<file path="src/rtl/rcn_pkg.sv">
package rcn_pkg;
    localparam int DIM_W  = 4;
    localparam int NPORT  = 5;
    localparam int PIDX_W = $clog2(NPORT);
    localparam int KIND_W = 3;
    localparam int MSG_W  = KIND_W + 1 + 2 + 2 * DIM_W;
    localparam logic [PIDX_W-1:0] LINK_N   = PIDX_W'(0);
    localparam logic [PIDX_W-1:0] LINK_E   = PIDX_W'(1);
    localparam logic [PIDX_W-1:0] LINK_S   = PIDX_W'(2);
    localparam logic [PIDX_W-1:0] LINK_W   = PIDX_W'(3);
    localparam logic [PIDX_W-1:0] LINK_LOC = PIDX_W'(4);

    typedef enum logic [KIND_W-1:0] {
        K_NONE    = 3'd0,
        K_CLAIM   = 3'd1,
        K_ACCEPT  = 3'd2,
        K_REFUSE  = 3'd3,
        K_RELEASE = 3'd4
    } kind_e;

    typedef struct packed {
        logic [DIM_W-1:0] cols;
        logic [DIM_W-1:0] rows;
        logic [1:0]       dir;
        logic             col_only;
        kind_e            kind;
    } msg_t;

    typedef enum logic [1:0] {
        ST_FREE,
        ST_WAIT,
        ST_HELD
    } node_st_e;

    function automatic logic [PIDX_W-1:0] horiz_link(input logic [1:0] dir);
        return dir[0] ? LINK_W : LINK_E;
    endfunction

    function automatic logic [PIDX_W-1:0] vert_link(input logic [1:0] dir);
        return dir[1] ? LINK_N : LINK_S;
    endfunction

    function automatic msg_t bare_msg(input kind_e k);
        msg_t m;
        m      = '0;
        m.kind = k;
        return m;
    endfunction
endpackage

</file>
<file path="src/rtl/rcn_rx_stage.sv">
module rcn_rx_stage
    import rcn_pkg::*;
(
    input  logic                        clk,
    input  logic                        rst,
    input  logic [NPORT-1:0][MSG_W-1:0] raw_i,
    output msg_t                        rx_o [NPORT],
    output logic                        any_claim_o
);
    always_ff @(posedge clk) begin
        for (int p = 0; p < NPORT; p++) begin
            if (rst || raw_i[p][KIND_W-1:0] > KIND_W'(K_RELEASE)) begin
                rx_o[p] <= '0;
            end else begin
                rx_o[p] <= msg_t'(raw_i[p]);
            end
        end
    end

    always_comb begin
        any_claim_o = 1'b0;
        for (int p = 0; p < NPORT; p++) begin
            if (rx_o[p].kind == K_CLAIM) any_claim_o = 1'b1;
        end
    end
endmodule

</file>
<file path="src/rtl/rcn_pick.sv">
module rcn_pick
    import rcn_pkg::*;
(
    input  msg_t              rx_i [NPORT],
    output logic [NPORT-1:0]  claim_mask_o,
    output logic              win_v_o,
    output logic [PIDX_W-1:0] win_o
);
    always_comb begin
        claim_mask_o = '0;
        win_v_o      = 1'b0;
        win_o        = '0;
        for (int p = NPORT - 1; p >= 0; p--) begin
            if (rx_i[p].kind == K_CLAIM) begin
                claim_mask_o[p] = 1'b1;
                win_v_o         = 1'b1;
                win_o           = PIDX_W'(p);
            end
        end
    end
endmodule

</file>
<file path="src/rtl/rcn_fsm.sv">
module rcn_fsm
    import rcn_pkg::*;
(
    input  logic              clk,
    input  logic              rst,
    input  logic              busy_i,
    input  msg_t              rx_i [NPORT],
    input  logic [NPORT-1:0]  claim_mask_i,
    input  logic              win_v_i,
    input  logic [PIDX_W-1:0] win_i,
    output logic [NPORT-1:0]  out_v_o,
    output msg_t              out_m_o [NPORT],
    output logic [NPORT-1:0]  refuse_req_o,
    output logic              claimed_o
);
    node_st_e          st_q, st_n;
    logic [PIDX_W-1:0] up_q, up_n;
    logic [PIDX_W-1:0] hl_q, hl_n;
    logic [PIDX_W-1:0] vl_q, vl_n;
    logic              use_h_q, use_h_n, use_v_q, use_v_n;
    logic              pend_h_q, pend_h_n, pend_v_q, pend_v_n;
    logic              ok_h_q, ok_h_n, ok_v_q, ok_v_n;
    logic              fail_q, fail_n;

    msg_t              in_m;
    logic [PIDX_W-1:0] h_l, v_l;
    logic              need_h, need_v;
    kind_e             h_kind, v_kind;

    always_comb begin
        st_n     = st_q;
        up_n     = up_q;
        hl_n     = hl_q;
        vl_n     = vl_q;
        use_h_n  = use_h_q;
        use_v_n  = use_v_q;
        pend_h_n = pend_h_q;
        pend_v_n = pend_v_q;
        ok_h_n   = ok_h_q;
        ok_v_n   = ok_v_q;
        fail_n   = fail_q;
        out_v_o  = '0;
        for (int p = 0; p < NPORT; p++) out_m_o[p] = '0;
        refuse_req_o = claim_mask_i;
        in_m   = rx_i[win_i];
        h_l    = horiz_link(in_m.dir);
        v_l    = vert_link(in_m.dir);
        need_h = !in_m.col_only && (in_m.cols > DIM_W'(1));
        need_v = in_m.rows > DIM_W'(1);
        h_kind = rx_i[hl_q].kind;
        v_kind = rx_i[vl_q].kind;

        case (st_q)
            ST_FREE: begin
                if (win_v_i && !busy_i && in_m.rows != '0 && in_m.cols != '0) begin
                    refuse_req_o[win_i] = 1'b0;
                    up_n     = win_i;
                    hl_n     = h_l;
                    vl_n     = v_l;
                    use_h_n  = need_h;
                    use_v_n  = need_v;
                    pend_h_n = need_h;
                    pend_v_n = need_v;
                    ok_h_n   = 1'b0;
                    ok_v_n   = 1'b0;
                    fail_n   = 1'b0;
                    if (need_h) begin
                        out_v_o[h_l]          = 1'b1;
                        out_m_o[h_l].kind     = K_CLAIM;
                        out_m_o[h_l].dir      = in_m.dir;
                        out_m_o[h_l].col_only = 1'b0;
                        out_m_o[h_l].rows     = in_m.rows;
                        out_m_o[h_l].cols     = in_m.cols - DIM_W'(1);
                    end
                    if (need_v) begin
                        out_v_o[v_l]          = 1'b1;
                        out_m_o[v_l].kind     = K_CLAIM;
                        out_m_o[v_l].dir      = in_m.dir;
                        out_m_o[v_l].col_only = 1'b1;
                        out_m_o[v_l].rows     = in_m.rows - DIM_W'(1);
                        out_m_o[v_l].cols     = in_m.cols;
                    end
                    if (need_h || need_v) begin
                        st_n = ST_WAIT;
                    end else begin
                        st_n           = ST_HELD;
                        out_v_o[win_i] = 1'b1;
                        out_m_o[win_i] = bare_msg(K_ACCEPT);
                    end
                end
            end
            ST_WAIT: begin
                if (pend_h_q && h_kind == K_ACCEPT) begin
                    pend_h_n = 1'b0;
                    ok_h_n   = 1'b1;
                end else if (pend_h_q && h_kind == K_REFUSE) begin
                    pend_h_n = 1'b0;
                    fail_n   = 1'b1;
                end
                if (pend_v_q && v_kind == K_ACCEPT) begin
                    pend_v_n = 1'b0;
                    ok_v_n   = 1'b1;
                end else if (pend_v_q && v_kind == K_REFUSE) begin
                    pend_v_n = 1'b0;
                    fail_n   = 1'b1;
                end
                if (!pend_h_n && !pend_v_n) begin
                    out_v_o[up_q] = 1'b1;
                    if (fail_n) begin
                        st_n          = ST_FREE;
                        out_m_o[up_q] = bare_msg(K_REFUSE);
                        if (ok_h_n) begin
                            out_v_o[hl_q] = 1'b1;
                            out_m_o[hl_q] = bare_msg(K_RELEASE);
                        end
                        if (ok_v_n) begin
                            out_v_o[vl_q] = 1'b1;
                            out_m_o[vl_q] = bare_msg(K_RELEASE);
                        end
                    end else begin
                        st_n          = ST_HELD;
                        out_m_o[up_q] = bare_msg(K_ACCEPT);
                    end
                end
            end
            ST_HELD: begin
                if (rx_i[up_q].kind == K_RELEASE) begin
                    st_n = ST_FREE;
                    if (use_h_q) begin
                        out_v_o[hl_q] = 1'b1;
                        out_m_o[hl_q] = bare_msg(K_RELEASE);
                    end
                    if (use_v_q) begin
                        out_v_o[vl_q] = 1'b1;
                        out_m_o[vl_q] = bare_msg(K_RELEASE);
                    end
                end
            end
            default: st_n = ST_FREE;
        endcase
    end

    always_ff @(posedge clk) begin
        if (rst) begin
            st_q     <= ST_FREE;
            up_q     <= '0;
            hl_q     <= '0;
            vl_q     <= '0;
            use_h_q  <= 1'b0;
            use_v_q  <= 1'b0;
            pend_h_q <= 1'b0;
            pend_v_q <= 1'b0;
            ok_h_q   <= 1'b0;
            ok_v_q   <= 1'b0;
            fail_q   <= 1'b0;
        end else begin
            st_q     <= st_n;
            up_q     <= up_n;
            hl_q     <= hl_n;
            vl_q     <= vl_n;
            use_h_q  <= use_h_n;
            use_v_q  <= use_v_n;
            pend_h_q <= pend_h_n;
            pend_v_q <= pend_v_n;
            ok_h_q   <= ok_h_n;
            ok_v_q   <= ok_v_n;
            fail_q   <= fail_n;
        end
    end

    assign claimed_o = (st_q != ST_FREE);
endmodule

</file>
<file path="src/rtl/rcn_tx_stage.sv">
module rcn_tx_stage
    import rcn_pkg::*;
(
    input  logic             clk,
    input  logic             rst,
    input  logic [NPORT-1:0] out_v_i,
    input  msg_t             out_m_i [NPORT],
    input  logic [NPORT-1:0] refuse_req_i,
    output msg_t             tx_o [NPORT]
);
    for (genvar p = 0; p < NPORT; p++) begin : g_link
        logic owed_q;
        logic owed_n;
        assign owed_n = owed_q | refuse_req_i[p];
        always_ff @(posedge clk) begin
            if (rst) begin
                owed_q  <= 1'b0;
                tx_o[p] <= '0;
            end else if (out_v_i[p]) begin
                owed_q  <= owed_n;
                tx_o[p] <= out_m_i[p];
            end else if (owed_n) begin
                owed_q  <= 1'b0;
                tx_o[p] <= bare_msg(K_REFUSE);
            end else begin
                owed_q  <= 1'b0;
                tx_o[p] <= '0;
            end
        end
    end
endmodule

</file>
<file path="src/rtl/rect_claim_node.sv">
module rect_claim_node
    import rcn_pkg::*;
(
    input  logic             clk,
    input  logic             rst,
    input  logic             pe_busy_i,
    input  logic             start_i,
    input  logic [1:0]       start_dir_i,
    input  logic [DIM_W-1:0] start_rows_i,
    input  logic [DIM_W-1:0] start_cols_i,
    input  logic             release_i,
    input  logic [MSG_W-1:0] rx_n_i,
    input  logic [MSG_W-1:0] rx_e_i,
    input  logic [MSG_W-1:0] rx_s_i,
    input  logic [MSG_W-1:0] rx_w_i,
    output logic [MSG_W-1:0] tx_n_o,
    output logic [MSG_W-1:0] tx_e_o,
    output logic [MSG_W-1:0] tx_s_o,
    output logic [MSG_W-1:0] tx_w_o,
    output logic             claimed_o,
    output logic             done_o,
    output logic             granted_o
);
    logic [NPORT-1:0][MSG_W-1:0] raw;
    msg_t                        loc_m;
    msg_t                        rx [NPORT];
    msg_t                        tx [NPORT];
    msg_t                        out_m [NPORT];
    logic                        rx_any_claim;
    logic [NPORT-1:0]            claim_mask;
    logic                        win_v;
    logic [PIDX_W-1:0]           win;
    logic [NPORT-1:0]            out_v;
    logic [NPORT-1:0]            refuse_req;

    always_comb begin
        loc_m = '0;
        if (start_i) begin
            loc_m.kind = K_CLAIM;
            loc_m.dir  = start_dir_i;
            loc_m.rows = start_rows_i;
            loc_m.cols = start_cols_i;
        end else if (release_i) begin
            loc_m.kind = K_RELEASE;
        end
    end

    assign raw[LINK_N]   = rx_n_i;
    assign raw[LINK_E]   = rx_e_i;
    assign raw[LINK_S]   = rx_s_i;
    assign raw[LINK_W]   = rx_w_i;
    assign raw[LINK_LOC] = loc_m;

    rcn_rx_stage u_rx (
        .clk         (clk),
        .rst         (rst),
        .raw_i       (raw),
        .rx_o        (rx),
        .any_claim_o (rx_any_claim)
    );

    rcn_pick u_pick (
        .rx_i         (rx),
        .claim_mask_o (claim_mask),
        .win_v_o      (win_v),
        .win_o        (win)
    );

    rcn_fsm u_fsm (
        .clk          (clk),
        .rst          (rst),
        .busy_i       (pe_busy_i),
        .rx_i         (rx),
        .claim_mask_i (claim_mask),
        .win_v_i      (win_v),
        .win_i        (win),
        .out_v_o      (out_v),
        .out_m_o      (out_m),
        .refuse_req_o (refuse_req),
        .claimed_o    (claimed_o)
    );

    rcn_tx_stage u_tx (
        .clk          (clk),
        .rst          (rst),
        .out_v_i      (out_v),
        .out_m_i      (out_m),
        .refuse_req_i (refuse_req),
        .tx_o         (tx)
    );

    assign tx_n_o    = tx[LINK_N];
    assign tx_e_o    = tx[LINK_E];
    assign tx_s_o    = tx[LINK_S];
    assign tx_w_o    = tx[LINK_W];
    assign done_o    = (tx[LINK_LOC].kind == K_ACCEPT) || (tx[LINK_LOC].kind == K_REFUSE);
    assign granted_o = (tx[LINK_LOC].kind == K_ACCEPT);
endmodule

</file>
<file path="config.mk">
export PLATFORM = sky130hd
export DESIGN_NAME = rect_claim_node
export DESIGN_NICKNAME = d
export VERILOG_FILES = /design/src/rtl/rcn_pkg.sv /design/src/rtl/rcn_rx_stage.sv /design/src/rtl/rcn_pick.sv /design/src/rtl/rcn_fsm.sv /design/src/rtl/rcn_tx_stage.sv /design/src/rtl/rect_claim_node.sv
export SDC_FILE = /design/constraint.sdc
export NUM_CORES = 1
export LEC_CHECK = 0
export CAP_MARGIN = 25
export CORE_MARGIN = 2
export CORE_UTILIZATION = 36
export CTS_CLUSTER_DIAMETER = 150
export DETAILED_ROUTE_END_ITERATION = 10
export PLACE_DENSITY = 0.69
export SLEW_MARGIN = 20
export SYNTH_ARGS = -nofsm -noshare
export SYNTH_HDL_FRONTEND = slang
export SYNTH_HIERARCHICAL = 1
export SYNTH_SLANG_ARGS = --single-unit
</file>
<file path="constraint.sdc">
create_clock -name clk -period 13.4 [get_ports clk]
set_clock_uncertainty 0.15 [all_clocks]
set_input_delay 2.01 -clock clk [delete_from_list [all_inputs] [get_ports clk]]
set_output_delay 2.01 -clock clk [all_outputs]
set_load 0.02 [all_outputs]
</file>
==> flow_summary.toml, run 1 <==
[route]
via_count = 4740
ant_nets = 0
first_iter_violations = 290
vias_per_cell = 4.69
wirelength_um = 14900
wl_per_cell_um = 14.8
firstDrtPassIters = 4
route.detailed.drc = 0

[layout]
fillers = 1618
final_common_cell = "dfxtp_1"
n_antenna_cell = 0
final_cell_mix = "149 x dfxtp_1, 129 x clkdlybuf4s50_1, 91 x and2_1, 62 x nor2_1, 41 x and2_2"
final_layout_size_suffix_gt1_share_pct = 13.9
final_cells = 1010
final_core_util_pct = 47.6
area_growth_pct = 30.0
regArea_um2 = 2980
stdcell_area_um2 = 8170
multiInputGateArea_um2 = 2990
layout.nets = 851

[clocking]
cts_setup_buffers = 0
cts_max_level = 4
cts_hold_buf = 0
clock_latency_ns = 0.41
cts_resized = 0
cts-root-buf = "clkbuf_16"
cts_buffer_depth = 2
cts_tree = "built"
clk_pin_slew_ns = 0.06
cts_buffers = 17
clock-sinks = 149

[worst_setup_path]
critPathMaxFanout = 15
endpoint_kind = "register"
crit_chain = "nor3b_2, nor4_2, and2_1, inv_2, nor3_2, a22oi_1, ha_1, a311o_1, a211oi_2, nand3_1, nand4_1, nor2b_2, o21a_1"
cpPeakStageDelay_ns = 0.78
cp-start-kind = "register"
slowest_stage = "a211oi_2"
crit_family = "simple AND/OR/NAND/NOR gates"
crit_type = "reg2reg"
cp.arrival_ns = 5.86
cp.required_ns = 13.60
cp.buffers_inverters = 1

[timing]
finalCritPeriodShare_pct = 42.2
max_freq_ghz = 0.177
hold_ws_ns = 0.306
tns_ns = 0
slew_violations = 0
setup_violations = 0
rsz0062_at_grt = "no"
fin_crit_ns = 5.66
worst_slew_pin_slew_ns = 0.899
hold_violations = 0
max_slew_margin_pct = 40.0

[die]
initial_core_util_pct = 36.6
die_area_um2 = 18500
core_region_area_um2 = 17200
dieHeight_um = 136
num_io_pins = 130
die_w_um = 136
rows = 48

[grt]
grt_first_pass_wirelength_um = 23700
grt-ovfl-total = 0
antenna_found_initial = 0
grt_max_degree = 36
grt_usage_pct = 16.6
grt_pass1_vias = 4519

[synth]
syn_avg_cell_area_um2 = 9.56
synthCells = 657
synth_warnings = 6
syn-cell-area_um2 = 6280

[place]
placed_area_um2 = 7630
gp_congestion = 0.909
dp_hpwl_um = 11300
place.port_buffers = 129
placedCellCount = 980

[run_status]
status = "finished, final reports clean"

[min_path]
min_path_type = "reg2reg"

[power]
leakage_nw = 3.12
power.density_nw_per_um2 = 125
ir_drop_mv = 0.0915

[run]
max-cap-violations = 0
metal layers:
metal | up-vias | part of all wire (%) | global-route usage [%]
li1 | 2416 | - | -
met1 | 2124 | 51 | 24.1
met2 | 183 | 42 | 24.2
met3 | 17 | 6.8 | 4.29
met4 | 0 | 1.0 | 4.86
met5 | - | 0 | 0
state kept, by name, summed over array words and instances (netlist names), 2 cells and up:
name,flops
u_fsm/up_q,3
u_tx/tx_o,59
u_rx/rx_o,70
u_fsm/hl_q,2
u_tx/g_link.owed_q,5
u_fsm/st_q,2
path summary, 6_finish.rpt:
| check | start | slack, ns | cells past startpoint | to |
|---|---|---|---|---|
| setup / recovery | u_rx/rx_o[28]$_SDFF_PP0_ | 7.74 | 13 | u_tx/g_link[1].owed_q$_SDFF_PP0_ |
| hold / removal | u_tx/g_link[4].owed_q$_SDFF_PP0_ | 0.31 | 1 | u_tx/g_link[4].owed_q$_SDFF_PP0_ |
| setup reg to reg | u_rx/rx_o[28]$_SDFF_PP0_ | 7.74 | 13 | u_tx/g_link[1].owed_q$_SDFF_PP0_ |
| hold reg to reg | u_tx/g_link[4].owed_q$_SDFF_PP0_ | 0.31 | 1 | u_tx/g_link[4].owed_q$_SDFF_PP0_ |
cell type report:
type	count	share of cell area, %
inverter	17	0.781
tap	225	3.45
clock buffer	21	5.64
clock inverter	9	0.996
multi-input combinational	458	36.6
timing repair buffer	131	16.0
sequential	149	36.5
report_power, final:
part | total (W) | switching [W] | internal, W
clock | 0.000435 | 0.000174 | 0.000262
combinational | 0.000122 | 0.0000649 | 0.0000576
sequential | 0.000467 | 0.00000932 | 0.000458
through the flow:
step           power [W]  worst slack (ns)
6_report         0.00102              7.74
4_1_cts          0.00103              7.82
2_1_floorplan   0.000553              9.01
3_5_place_dp    0.000597              7.83
3_3_place_gp    0.000597              7.88
5_1_grt          0.00106              7.27
(Power assumes the default switching activity.)
==> run 2: changes to the inputs <==
- clock period: 13.4 -> 5.8 ns (I/O delays scaled with it)
==> run 2 against run 1 <==
Critical path depth is 2 higher; largest power group is now the clock network; routed wire length is 1.9% higher; largest cell class unchanged; worst hold slack worse by 0.0047 ns; non-clock buffer count is 5 higher; power is 150% higher; utilization is 0.82 points higher; register-to-register slack worse by 6.9 ns; global-route usage is 0.53 points higher; clock-buffer cell count is 3 lower; sequential cell count stayed put.
==> flow_summary.toml, run 2 (synthesis gave the netlist of run 1 again) <==
[layout]
reg_top3 = "u_rx/rx_o: 70 flops, u_tx/tx_o: 59 flops, u_tx/g_link.owed_q: 5 flops"
fillers = 1638
final_cell_mix = "149 x dfxtp_1, 129 x clkdlybuf4s50_1, 91 x and2_1, 62 x nor2_1, 41 x and2_2"
largest_register_ffs = 70
final_common_cell = "dfxtp_1"
final_layout_size_suffix_gt1_share_pct = 14.8
layout.nets = 856
top_register = "u_rx/rx_o"
area_growth_pct = 32.2
n_antenna_cell = 0

[power]
switching_share_pct = 23.2
ir_drop_mv = 0.220
power.density_nw_per_um2 = 308
p_switching_w = 0.000593
clkPwrFrac_pct = 46.7
combPwrFrac_pct = 11.1
internal_power_w = 0.00196
seqPwrFrac_pct = 42.2
leakage_nw = 3.19
total_power_w = 0.00256

[clocking]
cts_hold_buf = 0
clk_pin_slew_ns = 0.06
cts_resized = 0
clock-sinks = 149
clock_latency_ns = 0.42
cts_max_level = 4
cts_buffers = 17
cts_tree = "built"
cts-root-buf = "clkbuf_16"
cts_buffer_depth = 2
cts_setup_buffers = 0

[grt]
grt-ovfl-total = 0
grt_max_degree = 36
grt_first_pass_wirelength_um = 24300
grt_usage_pct = 17.2
antenna_found_initial = 0
grt_pass1_vias = 4672

[timing]
rsz0062_at_grt = "no"
hold_violations = 0
finalCritPeriodShare_pct = 86.2
tns_ns = 0
fin_crit_ns = 5.00
setup_violations = 0
slew_violations = 0
max_slew_margin_pct = 43.2
max_freq_ghz = 0.200
worst_slew_pin_slew_ns = 0.843

[route]
ant_nets = 0
vias_per_cell = 4.70
wirelength_um = 15200
firstDrtPassIters = 5
route.detailed.drc = 0
first_iter_violations = 323
wl_per_cell_um = 15.0
via_count = 4778

[die]
die_area_um2 = 18500
rows = 48
dieHeight_um = 136
num_io_pins = 130
die_w_um = 136
core_region_area_um2 = 17200
initial_core_util_pct = 36.6

[worst_setup_path]
cp-start-kind = "register"
crit_chain = "nor3b_2, nor4_2, and2_1, buf_4, inv_2, nor3_2, a22oi_1, ha_1, a311o_1, a211o_2, or3_1, inv_2, or4_1, nor2b_2, and2_1"
cp.arrival_ns = 5.21
critPathMaxFanout = 15
endpoint_kind = "register"
crit_type = "reg2reg"
cpPeakStageDelay_ns = 0.65
slowest_stage = "nor3_2"
cp.required_ns = 6.01
rr_worst_depth = 15

[run_status]
status = "finished, final reports clean"

[place]
gp_congestion = 0.900
dp_hpwl_um = 11400
place.port_buffers = 129

[run]
max-cap-violations = 0

[min_path]
min_path_type = "reg2reg"
hold_depth = 1
run 2: power groups by stage:
stage / Clock, W / Combinational (W) / Sequential [W]
detailed placement: 0 / 0.000283 / 0.00110
floorplan: 0 / 0.000182 / 0.00109
finish: 0.00119 / 0.000285 / 0.00108
CTS: 0.00121 / 0.000284 / 0.00108
global placement: 0 / 0.000280 / 0.00110
global route: 0.00125 / 0.000311 / 0.00108
run 2: metal layers:
| metal | wire length, µm | GRT usage, % |
|---|---|---|
| met2 | 6640 | 26.7 |
| met3 | 1020 | 3.91 |
| met4 | 214 | 6.08 |
| met1 | 7330 | 23.4 |
| met5 | 0 | 0 |
run 2: final timing paths:
path	from	to	slack, ns
max	u_rx/rx_o[28]$_SDFF_PP0_	u_tx/tx_o[20]$_SDFF_PP0_	0.80
min	u_tx/g_link[4].owed_q$_SDFF_PP0_	u_tx/g_link[4].owed_q$_SDFF_PP0_	0.30
max reg2reg	u_rx/rx_o[28]$_SDFF_PP0_	u_tx/tx_o[20]$_SDFF_PP0_	0.80
min reg2reg	u_tx/g_link[4].owed_q$_SDFF_PP0_	u_tx/g_link[4].owed_q$_SDFF_PP0_	0.30
run 2: metrics by stage:
| step | instances | area [µm²] | worst slack [ns] | util, % | hold WS [ns] |
|---|---|---|---|---|---|
| after floorplan | 663 | 6300 | 1.41 | - | 0.279 |
| after CTS | 1016 | 8310 | 0.791 | 48.4 | 0.309 |
| after global placement | 985 | 7660 | 0.924 | 44.6 | 0.289 |
| after global routing | 1016 | 8310 | 0.344 | 48.4 | 0.329 |
| after detailed placement | 985 | 7660 | 0.828 | 44.6 | 0.293 |
| final | 1016 | 8310 | 0.800 | 48.4 | 0.302 |
run 2: critical path, delay by kind of cell, from the launching register on:
kind,cells,cell delay (ns)
compound gates,3,1.15
fa+ha+maj,1,0.29
buf+inv,3,0.38
flops,1,0.35
simple gates,8,2.60
run 2: area by class of cell:
| type | count | area [µm²] | area share (%) |
|---|---|---|---|
| multi-input combinational | 458 | 2990 | 36.0 |
| timing repair buffer | 136 | 1340 | 16.2 |
| clock buffer | 18 | 439 | 5.29 |
| sequential | 149 | 2980 | 35.9 |
| tap | 225 | 282 | 3.39 |
| inverter | 17 | 63.8 | 0.768 |
| clock inverter | 13 | 205 | 2.47 |
==> run 3: changes to the inputs <==
- PLACE_DENSITY: 0.69 -> 0.7
- SYNTH_HIERARCHICAL: 1 -> not set
==> run 3 against run 2 <==
Sequential cell count down 8; synthesized cell count is 4.3% lower; power rose by 1.3%; maximum frequency up 18%; worst hold slack better by 0.053 ns; utilization is 0.81 points lower; non-clock buffer count down 10; area after synthesis is 5.5% lower; cell count decreased by 9.0%; largest cell class is now sequential cells.
==> flow_summary.toml, run 3 <==
[synth]
synth_edf_count = 0
synth_top_area_cell = "dfxtp_1"
synth_compound_area_share_pct = 13.9
synthCells = 629
synth_most_common_cell = "dfxtp_1"
synthTopCellsByArea = "dfxtp_1 48%, buf_4 7.2%, and2_1 7.2%, nor2_1 4.9%, a21oi_1 2.3%"
yosysSeqAreaShare_pct = 47.5
synth.ff_latch_count = 141
ys.flop_type = "dfxtp_1"
synthTopCellsByCount = "141 x dfxtp_1, 78 x nor2_1, 68 x and2_1"
synthArstFlopShare_pct = 0
synth-simple-area-share_pct = 25.1
syn_avg_cell_area_um2 = 9.44
synth_xor_area_share_pct = 0.590
muxShareOfSynthArea_pct = 1.71
synth_warnings = 0
syn-cell-area_um2 = 5940
synth_top_family_by_area = "simple AND/OR/NAND/NOR gates"
synthAdderAreaFrac_pct = 1.26
synth_cell_type_count = 77
synth_top_cell_area_share_pct = 47.5

[timing]
setup_violations = 0
worst_slew_pin_slew_ns = 0.812
rsz0062_at_grt = "no"
max_freq_ghz = 0.236
tns_ns = 0
finalCritPeriodShare_pct = 73.0
slew_violations = 0
max_slew_margin_pct = 45.9
hold_violations = 0
fin_crit_ns = 4.23

[layout]
final_common_cell = "dfxtp_1"
largest_register_ffs = 68
area_growth_pct = 28.2
reg_top3 = "u_rx.rx_o: 68 flops, u_tx.tx_o: 53 flops, u_tx.g_link.owed_q: 5 flops"
final_layout_size_suffix_gt1_share_pct = 8.60
top_register = "u_rx.rx_o"
layout.nets = 774
final_cell_mix = "141 x dfxtp_1, 124 x clkdlybuf4s50_1, 78 x nor2_1, 68 x and2_1, 32 x nand2_1"
n_antenna_cell = 0

[clocking]
cts-root-buf = "clkbuf_16"
cts_max_level = 4
cts_setup_buffers = 0
cts_hold_buf = 0
cts_buffer_depth = 2
clock_latency_ns = 0.42
clk_pin_slew_ns = 0.06
clock-sinks = 141
cts_resized = 0
cts_tree = "built"
cts_buffers = 17

[die]
die_area_um2 = 17500
core_region_area_um2 = 16000
initial_core_util_pct = 37.1
dieHeight_um = 132
num_io_pins = 130
rows = 46
die_w_um = 132

[place]
place.port_buffers = 125
gp_congestion = 0.897
dp_hpwl_um = 11300

[power]
seqPwrFrac_pct = 40.2
total_power_w = 0.00259
power.density_nw_per_um2 = 340
p_switching_w = 0.000605
combPwrFrac_pct = 12.0
clkPwrFrac_pct = 47.8
ir_drop_mv = 0.218
leakage_nw = 2.89
internal_power_w = 0.00199
switching_share_pct = 23.4

[worst_setup_path]
cp-start-kind = "register"
rrSetupSlack_ns = 1.57
endpoint_kind = "register"
cp.arrival_ns = 4.43
cp.required_ns = 6.00
crit_type = "reg2reg"
critPathMaxFanout = 10

[grt]
grt_first_pass_wirelength_um = 23900
antenna_found_initial = 0
grt_max_degree = 45
grt_usage_pct = 17.5
grt_pass1_vias = 4324
grt-ovfl-total = 0

[route]
wl_per_cell_um = 16.3
first_iter_violations = 461
ant_nets = 0
vias_per_cell = 4.86
wirelength_um = 15000
firstDrtPassIters = 5
via_count = 4492
route.detailed.drc = 0

[run_status]
status = "finished, final reports clean"

[min_path]
min_path_type = "reg2reg"

[run]
max-cap-violations = 0
-- run 3: cell type report --
cell class / count / area [µm²]
clock buffers: 21 / 470
clock inverters: 10 / 210
fillers: 1508 / 8390
inverters: 11 / 41.3
multi-input cells: 400 / 2540
flip-flops and latches: 141 / 2820
well taps: 216 / 270
repair buffers: 126 / 1250
-- run 3: kinds of logic after synthesis --
group,Yosys count
buffers and inverters,91
adders and majority gates,6
AOI/OAI and AO/OA,107
other,1
xor gates and xnor gates,4
and+or+nand+nor,269
DFF,141
muxes,10
-- run 3: per-layer routing --
metal / track usage (%) / up-vias / share of wire, %
li1: - / 2228 / -
met4: 6.69 / 0 / 2.2
met2: 25.9 / 182 / 44
met5: 0 / - / 0
met3: 4.87 / 23 / 6.3
met1: 24.4 / 2059 / 48
-- run 3: critical path: stages, from the launching register on --
cell and delay, ns:
dfxtp_1 0.46, or3b_1 0.44, a21oi_1 0.15, nor2_1 0.58, a211oi_1 0.10, o21ai_0 0.21
nand3_1 0.26, ha_1 0.32, or2_2 0.31, a31oi_2 0.29, nand3_1 0.22, or3_1 0.53
nor2_1 0.15
-- run 3: power by group through the flow --
stage          Sequential (W)  Combinational [W]  Clock [W]
2_1_floorplan         0.00104           0.000215          0
3_3_place_gp          0.00106           0.000308          0
3_5_place_dp          0.00106           0.000309          0
4_1_cts               0.00104           0.000312    0.00125
5_1_grt               0.00104           0.000341    0.00130
6_report              0.00104           0.000312    0.00124
-- run 3: stage by stage --
step	utilization (%)	hold WS, ns	cells	worst slack, ns	instance area (µm²)
global route	47.6	0.385	925	1.30	7610
global placement	43.3	0.340	894	1.66	6930
finish	47.6	0.355	925	1.57	7610
CTS	47.6	0.364	925	1.59	7610
detailed placement	43.3	0.350	894	1.60	6930
floorplan	-	0.313	632	2.38	5950
-- run 3: worst paths after layout --
path                               startpoint                        to  depth (start not counted)
max                  u_rx.rx_o[29]$_SDFF_PP0_  u_tx.tx_o[21]$_SDFF_PP0_                         12
min          u_tx.g_link[4].owed_q$_SDFF_PP0_   u_tx.tx_o[1]$_SDFF_PP0_                          2
max reg2reg          u_rx.rx_o[29]$_SDFF_PP0_  u_tx.tx_o[21]$_SDFF_PP0_                         12
min reg2reg  u_tx.g_link[4].owed_q$_SDFF_PP0_   u_tx.tx_o[1]$_SDFF_PP0_                          2
